$ cat config.mk
export PLATFORM = sky130hd
export DESIGN_NAME = spi_regfront
export DESIGN_NICKNAME = d
export VERILOG_FILES = /design/src/rtl/spi_rf_pkg.sv /design/src/rtl/spi_rf_fifo.sv /design/src/rtl/spi_rf_irq.sv /design/src/rtl/spi_regfront.sv
export SDC_FILE = /design/constraint.sdc
export NUM_CORES = 1
export LEC_CHECK = 0
export CAP_MARGIN = 25
export CELL_PAD_IN_SITES_DETAIL_PLACEMENT = 0
export CELL_PAD_IN_SITES_GLOBAL_PLACEMENT = 2
export CORE_MARGIN = 2
export CORE_UTILIZATION = 52
export CTS_BUF_LIST = sky130_fd_sc_hd__clkbuf_2
export DETAILED_ROUTE_END_ITERATION = 12
export DONT_BUFFER_PORTS = 1
export HOLD_SLACK_MARGIN = 0.1
export MAX_ROUTING_LAYER = met4
export PLACE_DENSITY = 0.91
export SLEW_MARGIN = 20
export SYNTH_ARGS = -nofsm -noshare
export SYNTH_HDL_FRONTEND = slang
export SYNTH_SLANG_ARGS = --single-unit
$ cat constraint.sdc
create_clock -name clk -period 8.1 [get_ports clk]
set_input_delay 1.62 -clock clk [delete_from_list [all_inputs] [get_ports clk]]
set_output_delay 1.62 -clock clk [all_outputs]
set_load 0.01 [all_outputs]
$ cat src/rtl/spi_rf_pkg.sv
package spi_rf_pkg;

    localparam logic [5:0] OFF_CTRL  = 6'h00;
    localparam logic [5:0] OFF_CLK   = 6'h04;
    localparam logic [5:0] OFF_TXF   = 6'h08;
    localparam logic [5:0] OFF_RXF   = 6'h0C;
    localparam logic [5:0] OFF_FRAME = 6'h10;
    localparam logic [5:0] OFF_STAT  = 6'h14;
    localparam logic [5:0] OFF_MASK  = 6'h18;
    localparam logic [5:0] OFF_FLAG  = 6'h1C;
    localparam logic [5:0] OFF_FIFO  = 6'h20;
    localparam logic [5:0] OFF_DATA  = 6'h24;

    localparam int NUM_FLAGS = 3;
    localparam int FLG_OVR  = 0;
    localparam int FLG_RXL  = 1;
    localparam int FLG_DONE = 2;

    typedef struct packed {
        logic       en;
        logic [7:0] div;
        logic       ck_dly;
        logic       ck_idle;
        logic       ck_cap;
        logic [5:0] tx_wlen;
        logic [1:0] tx_fmt;
        logic [5:0] tx_dlen;
        logic [1:0] rx_fmt;
        logic [5:0] rx_dlen;
        logic       fr_start;
        logic       fr_pol;
        logic [3:0] tx_th;
        logic [3:0] rx_th;
        logic [NUM_FLAGS-1:0] mask;
        logic       tx_flush;
        logic       rx_flush;
    } regs_t;

endpackage

$ cat src/rtl/spi_rf_fifo.sv
module spi_rf_fifo #(
    parameter int DEPTH = 8,
    parameter int W     = 32
) (
    input  logic                         clk,
    input  logic                         rst_n,
    input  logic                         flush,
    input  logic                         push,
    input  logic [W-1:0]                 din,
    input  logic                         pop,
    output logic [W-1:0]                 dout,
    output logic                         full,
    output logic                         empty,
    output logic [$clog2(DEPTH+1)-1:0]   level
);
    localparam int PW = $clog2(DEPTH);
    localparam int CW = $clog2(DEPTH+1);

    typedef struct packed {
        logic [DEPTH-1:0][W-1:0] mem;
        logic [PW-1:0]           wp;
        logic [PW-1:0]           rp;
        logic [CW-1:0]           cnt;
    } fifo_st_t;

    fifo_st_t q, d;
    logic do_push, do_pop;

    assign full  = (q.cnt == CW'(DEPTH));
    assign empty = (q.cnt == '0);
    assign level = q.cnt;
    assign dout  = q.mem[q.rp];

    always_comb begin
        d       = q;
        do_push = push && !full;
        do_pop  = pop && !empty;
        if (flush) begin
            d.wp  = '0;
            d.rp  = '0;
            d.cnt = '0;
        end else begin
            if (do_push) begin
                d.mem[q.wp] = din;
                d.wp = (q.wp == PW'(DEPTH-1)) ? '0 : q.wp + 1'b1;
            end
            if (do_pop) begin
                d.rp = (q.rp == PW'(DEPTH-1)) ? '0 : q.rp + 1'b1;
            end
            if (do_push && !do_pop)      d.cnt = q.cnt + 1'b1;
            else if (do_pop && !do_push) d.cnt = q.cnt - 1'b1;
        end
    end

    always_ff @(posedge clk or negedge rst_n) begin
        if (!rst_n) q <= '0;
        else        q <= d;
    end

    AST_FIFO_NO_OVERFLOW: assert property (@(posedge clk) disable iff (!rst_n)
        q.cnt <= CW'(DEPTH)) else $error("fifo level beyond depth");
    AST_FIFO_FULL_HOLD: assert property (@(posedge clk) disable iff (!rst_n)
        full && push && !pop && !flush |=> $stable(level)) else $error("push into full fifo");
    AST_FIFO_EMPTY_POP: assert property (@(posedge clk) disable iff (!rst_n)
        empty && pop && !push && !flush |=> empty) else $error("pop of empty fifo");
    AST_FIFO_FLUSH_EMPTY: assert property (@(posedge clk) disable iff (!rst_n)
        flush |=> empty) else $error("flush left entries");
endmodule

$ cat src/rtl/spi_rf_irq.sv
module spi_rf_irq #(
    parameter int N = 3
) (
    input  logic         clk,
    input  logic         rst_n,
    input  logic [N-1:0] set_ev,
    input  logic [N-1:0] clr_ev,
    input  logic [N-1:0] mask,
    output logic [N-1:0] flags,
    output logic         irq
);
    typedef struct packed {
        logic [N-1:0] pend;
    } irq_st_t;

    irq_st_t q, d;

    always_comb begin
        d = q;
        for (int i = 0; i < N; i++) begin
            if (set_ev[i])      d.pend[i] = 1'b1;
            else if (clr_ev[i]) d.pend[i] = 1'b0;
        end
    end

    always_ff @(posedge clk or negedge rst_n) begin
        if (!rst_n) q <= '0;
        else        q <= d;
    end

    assign flags = q.pend;
    assign irq   = |(q.pend & mask);

    AST_FLAG_SETS: assert property (@(posedge clk) disable iff (!rst_n)
        |set_ev |=> |flags) else $error("event lost");
    AST_FLAG_CLEARS: assert property (@(posedge clk) disable iff (!rst_n)
        (clr_ev == {N{1'b1}}) && (set_ev == '0) |=> (flags == '0)) else $error("clear ignored");
    AST_IRQ_QUIET: assert property (@(posedge clk) disable iff (!rst_n)
        (mask == '0) |-> !irq) else $error("irq with all masked");
endmodule

$ cat src/rtl/spi_regfront.sv
module spi_regfront #(
    parameter int DEPTH  = 8,
    parameter int DATA_W = 32
) (
    input  logic              clk,
    input  logic              rst_n,
    input  logic              bus_wr,
    input  logic              bus_rd,
    input  logic [5:0]        bus_addr,
    input  logic [31:0]       bus_wdata,
    output logic [31:0]       bus_rdata,
    output logic              cfg_enable,
    output logic [7:0]        cfg_clk_div,
    output logic              cfg_clk_delay,
    output logic              cfg_clk_idle,
    output logic              cfg_clk_capture,
    output logic              cfg_frame_start,
    output logic              cfg_frame_pol,
    output logic [5:0]        cfg_tx_wordlen,
    output logic [1:0]        cfg_tx_fmt,
    output logic [5:0]        cfg_tx_datalen,
    output logic [1:0]        cfg_rx_fmt,
    output logic [5:0]        cfg_rx_datalen,
    output logic [3:0]        cfg_tx_thresh,
    output logic [3:0]        cfg_rx_thresh,
    output logic              eng_tx_valid,
    output logic [DATA_W-1:0] eng_tx_data,
    input  logic              eng_tx_pop,
    input  logic              eng_rx_push,
    input  logic [DATA_W-1:0] eng_rx_data,
    input  logic              eng_busy,
    input  logic              eng_done,
    output logic              irq
);
    import spi_rf_pkg::*;

    localparam int CW = $clog2(DEPTH+1);

    regs_t q, d;

    logic              wr_ctrl, wr_clk, wr_txf, wr_rxf, wr_frame;
    logic              wr_mask, wr_flag, wr_fifo, wr_data, rd_data;
    logic              tx_full, tx_empty, rx_full, rx_empty;
    logic [CW-1:0]     tx_level, rx_level;
    logic [DATA_W-1:0] rx_head;
    logic              rx_accept;
    logic [NUM_FLAGS-1:0] set_ev, clr_ev, flags;

    assign wr_ctrl  = bus_wr && (bus_addr == OFF_CTRL);
    assign wr_clk   = bus_wr && (bus_addr == OFF_CLK);
    assign wr_txf   = bus_wr && (bus_addr == OFF_TXF);
    assign wr_rxf   = bus_wr && (bus_addr == OFF_RXF);
    assign wr_frame = bus_wr && (bus_addr == OFF_FRAME);
    assign wr_mask  = bus_wr && (bus_addr == OFF_MASK);
    assign wr_flag  = bus_wr && (bus_addr == OFF_FLAG);
    assign wr_fifo  = bus_wr && (bus_addr == OFF_FIFO);
    assign wr_data  = bus_wr && (bus_addr == OFF_DATA);
    assign rd_data  = bus_rd && (bus_addr == OFF_DATA);

    // next-state for the setting registers and flush strobes
    always_comb begin
        d          = q;
        d.tx_flush = 1'b0;
        d.rx_flush = 1'b0;
        if (wr_ctrl) d.en = bus_wdata[0];
        if (wr_clk) begin
            d.div     = bus_wdata[7:0];
            d.ck_dly  = bus_wdata[12];
            d.ck_idle = bus_wdata[13];
            d.ck_cap  = bus_wdata[14];
        end
        if (wr_txf) begin
            d.tx_wlen = bus_wdata[13:8];
            d.tx_fmt  = bus_wdata[7:6];
            d.tx_dlen = bus_wdata[5:0];
        end
        if (wr_rxf) begin
            d.rx_fmt  = bus_wdata[7:6];
            d.rx_dlen = bus_wdata[5:0];
        end
        if (wr_frame) begin
            d.fr_start = bus_wdata[14];
            d.fr_pol   = bus_wdata[15];
        end
        if (wr_mask) d.mask = {bus_wdata[4], bus_wdata[3], bus_wdata[0]};
        if (wr_fifo) begin
            d.tx_flush = bus_wdata[12];
            d.rx_flush = bus_wdata[4];
            d.tx_th    = bus_wdata[11:8];
            d.rx_th    = bus_wdata[3:0];
        end
    end

    always_ff @(posedge clk or negedge rst_n) begin
        if (!rst_n) q <= '0;
        else        q <= d;
    end

    spi_rf_fifo #(.DEPTH(DEPTH), .W(DATA_W)) u_txq (
        .clk   (clk),
        .rst_n (rst_n),
        .flush (q.tx_flush),
        .push  (wr_data),
        .din   (bus_wdata[DATA_W-1:0]),
        .pop   (eng_tx_pop),
        .dout  (eng_tx_data),
        .full  (tx_full),
        .empty (tx_empty),
        .level (tx_level)
    );

    spi_rf_fifo #(.DEPTH(DEPTH), .W(DATA_W)) u_rxq (
        .clk   (clk),
        .rst_n (rst_n),
        .flush (q.rx_flush),
        .push  (eng_rx_push),
        .din   (eng_rx_data),
        .pop   (rd_data),
        .dout  (rx_head),
        .full  (rx_full),
        .empty (rx_empty),
        .level (rx_level)
    );

    assign rx_accept        = eng_rx_push && !rx_full && !q.rx_flush;
    assign set_ev[FLG_OVR]  = eng_rx_push && rx_full && !q.rx_flush;
    assign set_ev[FLG_RXL]  = rx_accept && ((int'(rx_level) + 1) >= int'(q.rx_th));
    assign set_ev[FLG_DONE] = eng_done;
    assign clr_ev           = wr_flag ? {bus_wdata[4], bus_wdata[3], bus_wdata[0]} : '0;

    spi_rf_irq #(.N(NUM_FLAGS)) u_irq (
        .clk    (clk),
        .rst_n  (rst_n),
        .set_ev (set_ev),
        .clr_ev (clr_ev),
        .mask   (q.mask),
        .flags  (flags),
        .irq    (irq)
    );

    // read mux
    always_comb begin
        bus_rdata = '0;
        unique case (bus_addr)
            OFF_CTRL:  bus_rdata[0] = q.en;
            OFF_CLK:   begin
                bus_rdata[7:0] = q.div;
                bus_rdata[12]  = q.ck_dly;
                bus_rdata[13]  = q.ck_idle;
                bus_rdata[14]  = q.ck_cap;
            end
            OFF_TXF:   bus_rdata[13:0] = {q.tx_wlen, q.tx_fmt, q.tx_dlen};
            OFF_RXF:   bus_rdata[7:0]  = {q.rx_fmt, q.rx_dlen};
            OFF_FRAME: bus_rdata[15:14] = {q.fr_pol, q.fr_start};
            OFF_STAT:  begin
                bus_rdata[7] = eng_busy;
                bus_rdata[5] = !tx_full;
                bus_rdata[0] = !rx_empty;
            end
            OFF_MASK:  begin
                bus_rdata[4] = q.mask[FLG_DONE];
                bus_rdata[3] = q.mask[FLG_RXL];
                bus_rdata[0] = q.mask[FLG_OVR];
            end
            OFF_FLAG:  begin
                bus_rdata[4] = flags[FLG_DONE];
                bus_rdata[3] = flags[FLG_RXL];
                bus_rdata[0] = flags[FLG_OVR];
            end
            OFF_FIFO:  begin
                bus_rdata[11:8] = q.tx_th;
                bus_rdata[3:0]  = q.rx_th;
            end
            OFF_DATA:  bus_rdata = rx_empty ? 32'd0 : 32'(rx_head);
            default:   bus_rdata = '0;
        endcase
    end

    assign cfg_enable      = q.en;
    assign cfg_clk_div     = q.div;
    assign cfg_clk_delay   = q.ck_dly;
    assign cfg_clk_idle    = q.ck_idle;
    assign cfg_clk_capture = q.ck_cap;
    assign cfg_frame_start = q.fr_start;
    assign cfg_frame_pol   = q.fr_pol;
    assign cfg_tx_wordlen  = q.tx_wlen;
    assign cfg_tx_fmt      = q.tx_fmt;
    assign cfg_tx_datalen  = q.tx_dlen;
    assign cfg_rx_fmt      = q.rx_fmt;
    assign cfg_rx_datalen  = q.rx_dlen;
    assign cfg_tx_thresh   = q.tx_th;
    assign cfg_rx_thresh   = q.rx_th;
    assign eng_tx_valid    = !tx_empty;

    logic unused_sig;
    assign unused_sig = ^{bus_wdata, tx_level};

    AST_FLUSH_SELF_CLEAR: assert property (@(posedge clk) disable iff (!rst_n)
        q.tx_flush || q.rx_flush |=> !(q.tx_flush && $past(q.tx_flush) && !$past(wr_fifo)))
        else $error("flush bit stuck");
    AST_OVERRUN_FLAG: assert property (@(posedge clk) disable iff (!rst_n)
        eng_rx_push && rx_full && !q.rx_flush |=> flags[FLG_OVR]) else $error("overrun missed");
    AST_OVERRUN_DROP: assert property (@(posedge clk) disable iff (!rst_n)
        eng_rx_push && rx_full && !rd_data && !q.rx_flush |=> rx_full) else $error("overrun changed fifo");
    AST_DONE_FLAG: assert property (@(posedge clk) disable iff (!rst_n)
        eng_done |=> flags[FLG_DONE]) else $error("done missed");
endmodule

==> impl_metrics.yaml, run 1 <==
worst_setup_path:
  cp.arrival_ns: 4.11
  crit_required_ns: 6.48
  crit_path_start_kind: "register"
  cp-end-kind: "output pin"
  r2r_cells: 7
  path_class: "register to output pin"
  crit_path_top_delay_cell: "dfrtp_4"
  cp_cell_sequence: "buf_4 > mux4_2 > mux2i_1 > o21ai_0"
  critPathMaxStageDelay_ns: 1.03
  worstPathMaxFanout: 45
logic_synthesis:
  netlist_area_sq_um: 27100
  synth.distinct_cells: 58
  synthCells: 1749
  synthTopCellsByArea: "dfrtp_1 54%, mux2_2 24%, mux4_2 11%"
  ys_warn_count: 0
  ys_ff_latch: 584
  synth_top_area_cell: "dfrtp_1"
  ys.flop_type: "dfrtp_1"
  synth_edf_count: 0
  async_flop_share_pct: 100
  postSynthAreaPerCell_sq_um: 15.5
  synth_top_cell_area_share_pct: 53.9
  ys_seq_area_share_pct: 53.9
  syn_nets: 1847
sta:
  hold_violations: 0
  relSlewSlack_pct: -27.9
  grt_setup_unrepaired: "no"
  setup_tns_ns: 0
  worst_pin_slew_ns: 1.92
  layout_worst_path_cycle_share_pct: 70.7
  fmax_ghz: 0.175
  report.final.slew_viol_count: 214
  clock-skew-final_ns: 0.0929
  fin_crit_ns: 5.73
  setup_violations: 0
global_routing:
  grt_usage_pct: 25.0
  grt_max_degree: 585
  antenna_found_initial: 3
  grt_overflow_total: 0
  grt_pass1_vias: 16500
  grt_pass1_wl_mm: 97.8
power_and_ir_drop:
  power_frac_clock_pct: 23.5
  netSwitchingFraction_pct: 31.1
  p_int_mw: 5.78
  power.density_nw_per_um2: 291
  peakVddDrop_v: 0.000174
  p_sw_mw: 2.61
  p_leak_nw: 13.3
  p_comb_share_pct: 26.1
  sequentialPowerShare_pct: 50.3
floorplanning:
  coreArea_sq_um: 51400
  io_pins: 188
  rows: 83
  die_w_um: 232
  start_util_pct: 52.7
  die_area_sq_um: 54000
  die_h_um: 232
clocking:
  cts_resized: 0
  cts_made_buffers: 152
  cts.sinks: 584
  htree_num_levels: 4
  post-cts-setup-buffers: 0
  clk_pin_slew_ns: 0.10
  clkLatencyLatePin_ns: 1.31
  clk_path_buf_depth: 3
  cts-root-buf: "clkbuf_2"
  cts_tree: "done"
outcome:
  outcome: "complete, but fails checks"
  violations: "max-slew violations"
placed_design:
  place_hpwl_mm: 38.6
  placed_area_sq_um: 27400
  io_buffers: 0
  place_congestion: 0.807
finish:
  area_delta_synth_final_pct: 6.24
  post-route-cell-area_sq_um: 28800
  final_nets: 1873
  fillers: 4191
  final_common_cell: "mux2_2"
  final_cell_mix: "583 x mux2_2, 578 x dfrtp_1, 227 x clkbuf_2, 129 x mux4_2, 43 x mux2i_1"
  drive_gt1_share_pct: 54.1
hold_path:
  hold_path.class: "input port to asynchronous set/reset pin"
detailed_routing:
  drc: 0
  wl_per_cell_um: 24.8
  num_vias: 15300
  final_antenna_net_count: 0
  drt-pass1-iter-count: 6
  totalWireLength_mm: 63.5
  drt_iter0_markers: 989
  vias_per_cell: 5.97
job:
  max_cap_violations: 0
[final cells by class]
cell class	count	area (sq um)	share of cell area (%)
sequential	584	14600	50.8
multi-input combinational	992	11700	40.5
clock buffer	227	1140	3.94
tap	680	851	2.95
timing repair buffer	31	325	1.13
clock inverter	25	154	0.534
inverter	14	52.6	0.182
antenna	3	7.51	0.0261
[synth_stat cells, types with 3 or more instances]
cell type and n:
a21oi_1 16, a222oi_1 4, a22oi_1 9, buf_1 17
buf_2 33, buf_4 54, buf_6 3, clkbuf_1 52
dfrtp_1 584, ha_1 18, inv_1 14, mux2_1 12
mux2_2 583, mux2i_1 43, mux4_2 129, nand2_1 26
nand2b_1 4, nand3_1 11, nand4_1 3, nand4_2 3
nand4b_1 4, nor2_1 41, nor2b_1 7, nor3_1 7
o211ai_1 3, o21ai_0 17, o221ai_1 3, xnor2_1 3
xor2_1 4
[power by group through the flow]
stage          logic, mW  registers (mW)  clock network [mW]
3_5_place_dp        2.12            4.31                   0
3_3_place_gp        2.06            4.25                   0
5_1_grt             2.39            4.33                2.20
2_1_floorplan       1.94            3.97                   0
6_report            2.19            4.22                1.98
4_1_cts             2.13            4.25                2.05
[critical path, delay by kind of cell, from the launching register on]
kind	cells	cell delay, ns
buf+inv	1	0.56
mux	2	0.91
compound gates	1	0.24
flops	1	1.03
[metal layers]
layer | global-route usage [%] | vias up | wire [um]
met5 | - | - | 0
li1 | - | 6593 | -
met1 | 31.0 | 8203 | 26700
met4 | 9.38 | 0 | 1380
met2 | 39.7 | 371 | 31900
met3 | 6.43 | 92 | 3580
[through the flow]
step                      worst slack [ns]  hold slack [ns]  utilization, %  cells  total power, mW
after global placement                2.54            0.463            53.3   2296             6.31
after CTS                             2.08           -0.122            55.8   2549             8.43
final                                 2.37            0.209            56.0   2556             8.39
after global routing                  2.02            0.148            56.0   2556             8.92
after floorplan                       3.52            0.453               -   1749             5.91
after detailed placement              2.42            0.475            53.3   2297             6.44
[path summary, 6_finish.rpt]
kind	startpoint	endpoint	slack, ns
min	rst_n	u_rxq.q[181]	0.21
min in group clk	eng_done	u_irq.flags[2]	0.40
max	u_rxq.q[4]	bus_rdata[14]	2.37
min reg2reg	u_txq.q[44]	u_txq.q[44]	0.49
max reg2reg	u_rxq.level[0]	u_rxq.q[186]	4.78
max in group asynchronous	rst_n	u_txq.q[6]	6.19
[kinds of logic (layout without fill, tap and decap cells)]
family                     count (synthesis)  in the layout  share of synthesized area [%]
AOI/OAI and AO/OA                         60             60                           1.44
DFF                                      584            584                           53.9
muxes                                    767            767                           37.0
buffers and inverters                    173            297                           3.38
other                                      0              3                              0
adders and majority gates                 20             20                          0.978
and+or+nand+nor                          138            138                           3.06
xor gates and xnor gates                   7              7                          0.226
[flip-flops by register name, indices dropped and copies added, names as in the netlist]
| name | count |
|---|---|
| cfg_clk_capture | 1 |
| cfg_clk_delay | 1 |
| cfg_clk_div | 8 |
| cfg_clk_idle | 1 |
| cfg_enable | 1 |
| cfg_frame_pol | 1 |
| cfg_frame_start | 1 |
| cfg_rx_datalen | 6 |
| cfg_rx_fmt | 2 |
| cfg_rx_thresh | 4 |
| cfg_tx_datalen | 6 |
| cfg_tx_fmt | 2 |
| cfg_tx_thresh | 4 |
| cfg_tx_wordlen | 6 |
| q | 5 |
| u_irq.flags | 3 |
| u_rxq.level | 4 |
| u_rxq.q | 262 |
| u_txq.level | 4 |
| u_txq.q | 262 |
Power figures use the tool's default switching activity.
==> run 2: changes to the inputs <==
ABC_AREA = 1   (was default)
CORE_UTILIZATION = 36   (was 52)
PLACE_DENSITY = 0.82   (was 0.91)
clock period = 5.2 ns   (was 8.1 ns; I/O delays follow)
==> impl_metrics.yaml, run 2 <==
outcome:
  outcome: "finished clean"
global_routing:
  grt_max_degree: 585
  grt_overflow_total: 0
  grt_pass1_wl_mm: 145
  antenna_found_initial: 11
  grt_pass1_vias: 24100
  grt_usage_pct: 24.4
logic_synthesis:
  postSynthAreaPerCell_sq_um: 7.99
  ys_seq_area_share_pct: 52.5
  synth_edf_count: 0
  ys_ff_latch: 584
  async_flop_share_pct: 100
  synth.distinct_cells: 40
  synthTopCellsByArea: "dfrtp_1 52%, nand2_1 13%, o21ai_0 10%"
  ys.flop_type: "dfrtp_1"
  syn_nets: 3582
  synth_common_cells: "940 x nand2_1, 584 x dfrtp_1, 573 x o21ai_0"
  netlist_area_sq_um: 27800
  synthCells: 3484
  synth.most_common_cell: "nand2_1"
  ys_warn_count: 0
  synth_top_cell_area_share_pct: 52.5
  synth_top_area_cell: "dfrtp_1"
detailed_routing:
  vias_per_cell: 5.27
  num_vias: 24500
  drt_iter0_markers: 2184
  final_antenna_net_count: 0
  drt-pass1-iter-count: 5
  totalWireLength_mm: 92.7
  drc: 0
  wl_per_cell_um: 20.0
hold_path:
  hold_path.class: "input port to asynchronous set/reset pin"
worst_setup_path:
  r2r_cells: 11
  crit_required_ns: 4.16
  r2r_start: "u_rxq.level[0]"
  path_class: "register to output pin"
  worstPathMaxFanout: 87
  cp.arrival_ns: 3.86
  cp-end-kind: "output pin"
  crit_path_start_kind: "register"
  cp_cell_sequence: "buf_8 > o21ai_0 > o22ai_1 > nor2_1 > a31oi_1"
  critPathMaxStageDelay_ns: 0.80
  crit_path_top_delay_cell: "dfrtp_4"
  rrSetupSlack_ns: 2.34
  r2r-end: "u_rxq.q[159]"
floorplanning:
  die_w_um: 282
  io_pins: 188
  die_h_um: 282
  start_util_pct: 36.5
  coreArea_sq_um: 76200
  rows: 101
  die_area_sq_um: 79600
power_and_ir_drop:
  p_leak_nw: 15.2
  p_comb_share_pct: 31.9
  power_frac_clock_pct: 24.0
  p_int_mw: 8.49
  peakVddDrop_v: 0.000307
  sequentialPowerShare_pct: 44.1
  p_sw_mw: 5.88
  netSwitchingFraction_pct: 40.9
  power.density_nw_per_um2: 471
sta:
  setup_tns_ns: 0
  relSlewSlack_pct: 30.2
  grt_setup_unrepaired: "no"
  whs_ns: 0.191
  setup_violations: 0
  fmax_ghz: 0.204
  hold_violations: 0
  report.final.slew_viol_count: 0
  clock-skew-final_ns: 0.104
  fin_crit_ns: 4.90
  worst_pin_slew_ns: 1.05
  layout_worst_path_cycle_share_pct: 94.3
finish:
  final_common_cell: "nand2_1"
  drive_gt1_share_pct: 9.97
  area_delta_synth_final_pct: 9.65
  final_nets: 3578
  fin_cells: 4643
  final_cell_mix: "938 x nand2_1, 580 x dfrtp_1, 573 x o21ai_0, 438 x nor2_1, 296 x nand3_1"
placed_design:
  place_hpwl_mm: 53.8
  dp.cells: 4256
  io_buffers: 0
  place_congestion: 0.830
clocking:
  cts_made_buffers: 166
  clk_path_buf_depth: 3
  post-cts-setup-buffers: 0
  cts.sinks: 584
  cts_tree: "done"
  htree_num_levels: 4
  cts-root-buf: "clkbuf_2"
  clkLatencyLatePin_ns: 1.38
  clk_pin_slew_ns: 0.09
job:
  max_cap_violations: 0
-- run 2: changes by cell type in the layout (fill, tap and decap cells not counted), moves of 21 or more --
cell / previous run / this run
o211ai_1: 3 / 29
inv_1: 14 / 97
nand2_1: 26 / 938
nor2_1: 41 / 438
mux2i_1: 43 / 0
o21ai_1: 0 / 28
mux4_2: 129 / 0
o21ai_0: 17 / 573
nand3_1: 8 / 296
clkinv_1: 12 / 33
a31oi_1: 1 / 32
o22ai_1: 1 / 64
dlygate4sd3_1: 0 / 82
mux2_2: 583 / 0
-- run 2: metrics by stage --
| step | cell area (sq um) | utilization (%) | power (mW) | setup WS, ns |
|---|---|---|---|---|
| floorplan | 27800 | - | 9.55 | 2.13 |
| global placement | 28000 | 36.7 | 10.6 | 1.38 |
| detailed placement | 28000 | 36.8 | 10.8 | 1.37 |
| CTS | 30400 | 39.8 | 14.4 | 0.0429 |
| global route | 30500 | 40.1 | 15.5 | 0.0206 |
| finish | 30500 | 40.1 | 14.4 | 0.299 |
-- run 2: worst max path at each step --
stage	start	end	slack (ns)	cells past startpoint
after floorplan	bus_addr[1]	bus_rdata[25]	2.13	6
after global placement	u_txq.q[4]	eng_tx_data[1]	1.38	5
after detailed placement	u_txq.q[4]	eng_tx_data[1]	1.37	5
after CTS	u_txq.q[4]	eng_tx_data[1]	0.04	5
after global routing	u_txq.q[4]	eng_tx_data[1]	0.02	5
final	u_txq.q[4]	eng_tx_data[5]	0.30	5
-- run 2: critical path: cells and delay by family, from the launching register on --
kind / cells / cell delay, ns
AND/OR/NAND/NOR: 1 / 0.06
flip-flops: 1 / 0.80
AO/OA/AOI/OAI: 3 / 1.05
buffers and inverters: 1 / 0.52
-- run 2: kinds of logic after synthesis --
| family | synth area share, % |
|---|---|
| AO/OA/AOI/OAI | 14.1 |
| XOR/XNOR | 0.126 |
| adder cells (fa/ha/maj) | 0.953 |
| buffers and inverters | 7.01 |
| flip-flops | 52.5 |
| AND/OR/NAND/NOR | 25.3 |
-- run 2: cell type report --
cell class / instances / area [sq um]
Sequential cell: 584 / 14600
Tap cell: 1030 / 1290
Antenna cell: 14 / 35.0
Inverter: 111 / 428
Fill cell: 7826 / 45700
Clock inverter: 48 / 307
Multi-Input combinational cell: 2484 / 11300
Timing Repair Buffer: 133 / 1350
Clock buffer: 239 / 1200
-- run 2: repair_timing --
| action | CTS | global route |
|---|---|---|
| gates resized for setup | 2 | 4 |
| pin swaps | 0 | 0 |
| endpoints found under the setup margin | 26 | 5 |
| hold buffers | 81 | 2 |
| hold endpoints to repair | 1166 | 420 |
-- run 2: layer usage --
layer  share of wire (%)  vias to the layer above  wire (um)  global-route usage (%)
met5                   0                        -          0                       -
met4                 2.4                        0       2230                    8.25
li1                    -                    11500          -                       -
met1                  44                    12000      41000                    31.1
met2                  47                      774      43600                    38.3
met3                 6.3                      158       5850                    5.43
-- run 2: power groups by stage --
stage | combinational (mW) | clock (mW) | sequential [mW]
final | 4.58 | 3.45 | 6.34
after global routing | 5.23 | 3.85 | 6.47
after CTS | 4.50 | 3.59 | 6.32
after detailed placement | 4.39 | 0 | 6.40
after global placement | 4.28 | 0 | 6.36
after floorplan | 3.43 | 0 | 6.12
==> run 3: changes to the inputs <==
CELL_PAD_IN_SITES_GLOBAL_PLACEMENT = 1   (was 2)
CORE_UTILIZATION = 45   (was 36)
PLACE_DENSITY = 0.83   (was 0.82)
SLEW_MARGIN = 25   (was 20)
==> impl_metrics.yaml, run 3 (same netlist as run 2, synthesis figures left out) <==
outcome:
  outcome: "complete, but fails checks"
  violations: "negative hold slack, max-slew violations"
clocking:
  cts-root-buf: "clkbuf_2"
  clk_path_buf_depth: 3
  cts.sinks: 584
  cts_tree: "done"
  cts_made_buffers: 153
  clk_pin_slew_ns: 0.12
  htree_num_levels: 4
  cts_hold_buffers: 79
  clkLatencyLatePin_ns: 1.38
power_and_ir_drop:
  power.density_nw_per_um2: 468
  peakVddDrop_v: 0.000211
  p_leak_nw: 15.0
  power.total_mw: 14.0
sta:
  hold_violations: 584
  whs_ns: -0.631
  layout_worst_path_cycle_share_pct: 95.5
  setup_tns_ns: 0
  clock-skew-final_ns: 0.110
  fmax_ghz: 0.201
  grt_setup_unrepaired: "no"
  fin_crit_ns: 4.97
  worst_pin_slew_ns: 1.98
  report.final.slew_viol_count: 276
  relSlewSlack_pct: -32.1
  setup_violations: 0
  setup_ws_ns: 0.234
detailed_routing:
  drt_iter0_markers: 2423
  wl_per_cell_um: 19.8
  drt-pass1-iter-count: 7
  totalWireLength_mm: 86.1
  num_vias: 24500
  final_antenna_net_count: 0
  vias_per_cell: 5.64
  drc: 0
floorplanning:
  io_pins: 188
  die_w_um: 253
  rows: 91
  die_area_sq_um: 63900
  coreArea_sq_um: 61500
  die_h_um: 253
  start_util_pct: 45.3
worst_setup_path:
  path_class: "register to output pin"
  cp-end-kind: "output pin"
  cp.arrival_ns: 3.93
  worstPathMaxFanout: 91
  crit_required_ns: 4.16
  crit_path_start_kind: "register"
placed_design:
  place_hpwl_mm: 49.6
  place_congestion: 0.898
  preCtsSetupSlack_ns: 1.27
  io_buffers: 0
global_routing:
  grt_pass1_wl_mm: 135
  antenna_found_initial: 10
  grt_max_degree: 585
  grt_overflow_total: 0
  grt_usage_pct: 28.0
  grt_pass1_vias: 23700
finish:
  final_common_cell: "nand2_1"
  area_delta_synth_final_pct: 7.21
  final_cell_mix: "938 x nand2_1, 580 x dfrtp_1, 573 x o21ai_0, 437 x nor2_1, 296 x nand3_1"
  drive_gt1_share_pct: 9.44
  final_nets: 3552
  finalCoreUtilization_pct: 48.6
job:
  max_cap_violations: 0
hold_path:
  hold_path.class: "input port to asynchronous set/reset pin"
run 3: area by class of cell:
cell class / instances / area (sq um)
Sequential cell: 584 / 14600
Inverter: 111 / 432
Timing Repair Buffer: 120 / 1180
Multi-Input combinational cell: 2484 / 11300
Fill cell: 6058 / 31600
Clock buffer: 227 / 1140
Antenna cell: 10 / 25.0
Tap cell: 790 / 988
Clock inverter: 24 / 151
run 3: path summary, 6_finish.rpt:
path,depth (start not counted),slack (ns),startpoint,to
worst min register to register,2,0.47,u_txq.q[131],u_txq.q[131]
worst max register to register,11,2.32,u_rxq.level[0],u_rxq.q[160]
min in group clk,3,0.25,bus_wr,cfg_rx_datalen[0]
worst max-delay path,9,0.23,u_rxq.q[4],bus_rdata[0]
max in group asynchronous,0,4.22,rst_n,u_txq.q[255]
worst min-delay path,0,-0.63,rst_n,cfg_rx_datalen[3]
run 3: stage by stage:
stage	cells	hold slack, ns	cell area (sq um)
floorplan	3484	0.437	27800
global placement	4003	0.448	27600
detailed placement	4009	0.453	27700
CTS	4340	-0.752	29800
global route	4348	-0.714	29800
finish	4350	-0.631	29900
run 3: what timing repair did:
action | in CTS | in global routing
endpoints found under the hold margin | 1163 | 584
buffers inserted | 1 | 0
setup endpoints to repair | 18 | 0
gates resized for setup | 4 | 0
run 3: per-layer routing:
| metal | track usage [%] | vias up | share of wire (%) |
|---|---|---|---|
| met5 | - | - | 0 |
| met4 | 10.5 | 0 | 2.9 |
| met3 | 6.55 | 193 | 8.1 |
| met2 | 43.1 | 1010 | 47 |
| met1 | 36.1 | 11900 | 42 |
| li1 | - | 11400 | - |
run 3: power by group:
part	switching, mW	internal (mW)
Sequential	0.767	5.61
Combinational	2.96	1.48
Clock	1.91	1.24
Total	5.64	8.33
run 3: critical path: stages (launching register included):
cell and delay (ns):
dfrtp_4 0.72, buf_4 0.83, nor2_1 0.11, nor2_1 0.10
o21ai_0 0.09, nand3_1 0.09, nand3_1 0.22, nand2_1 0.14
nand2_1 0.08, nand2_1 0.15
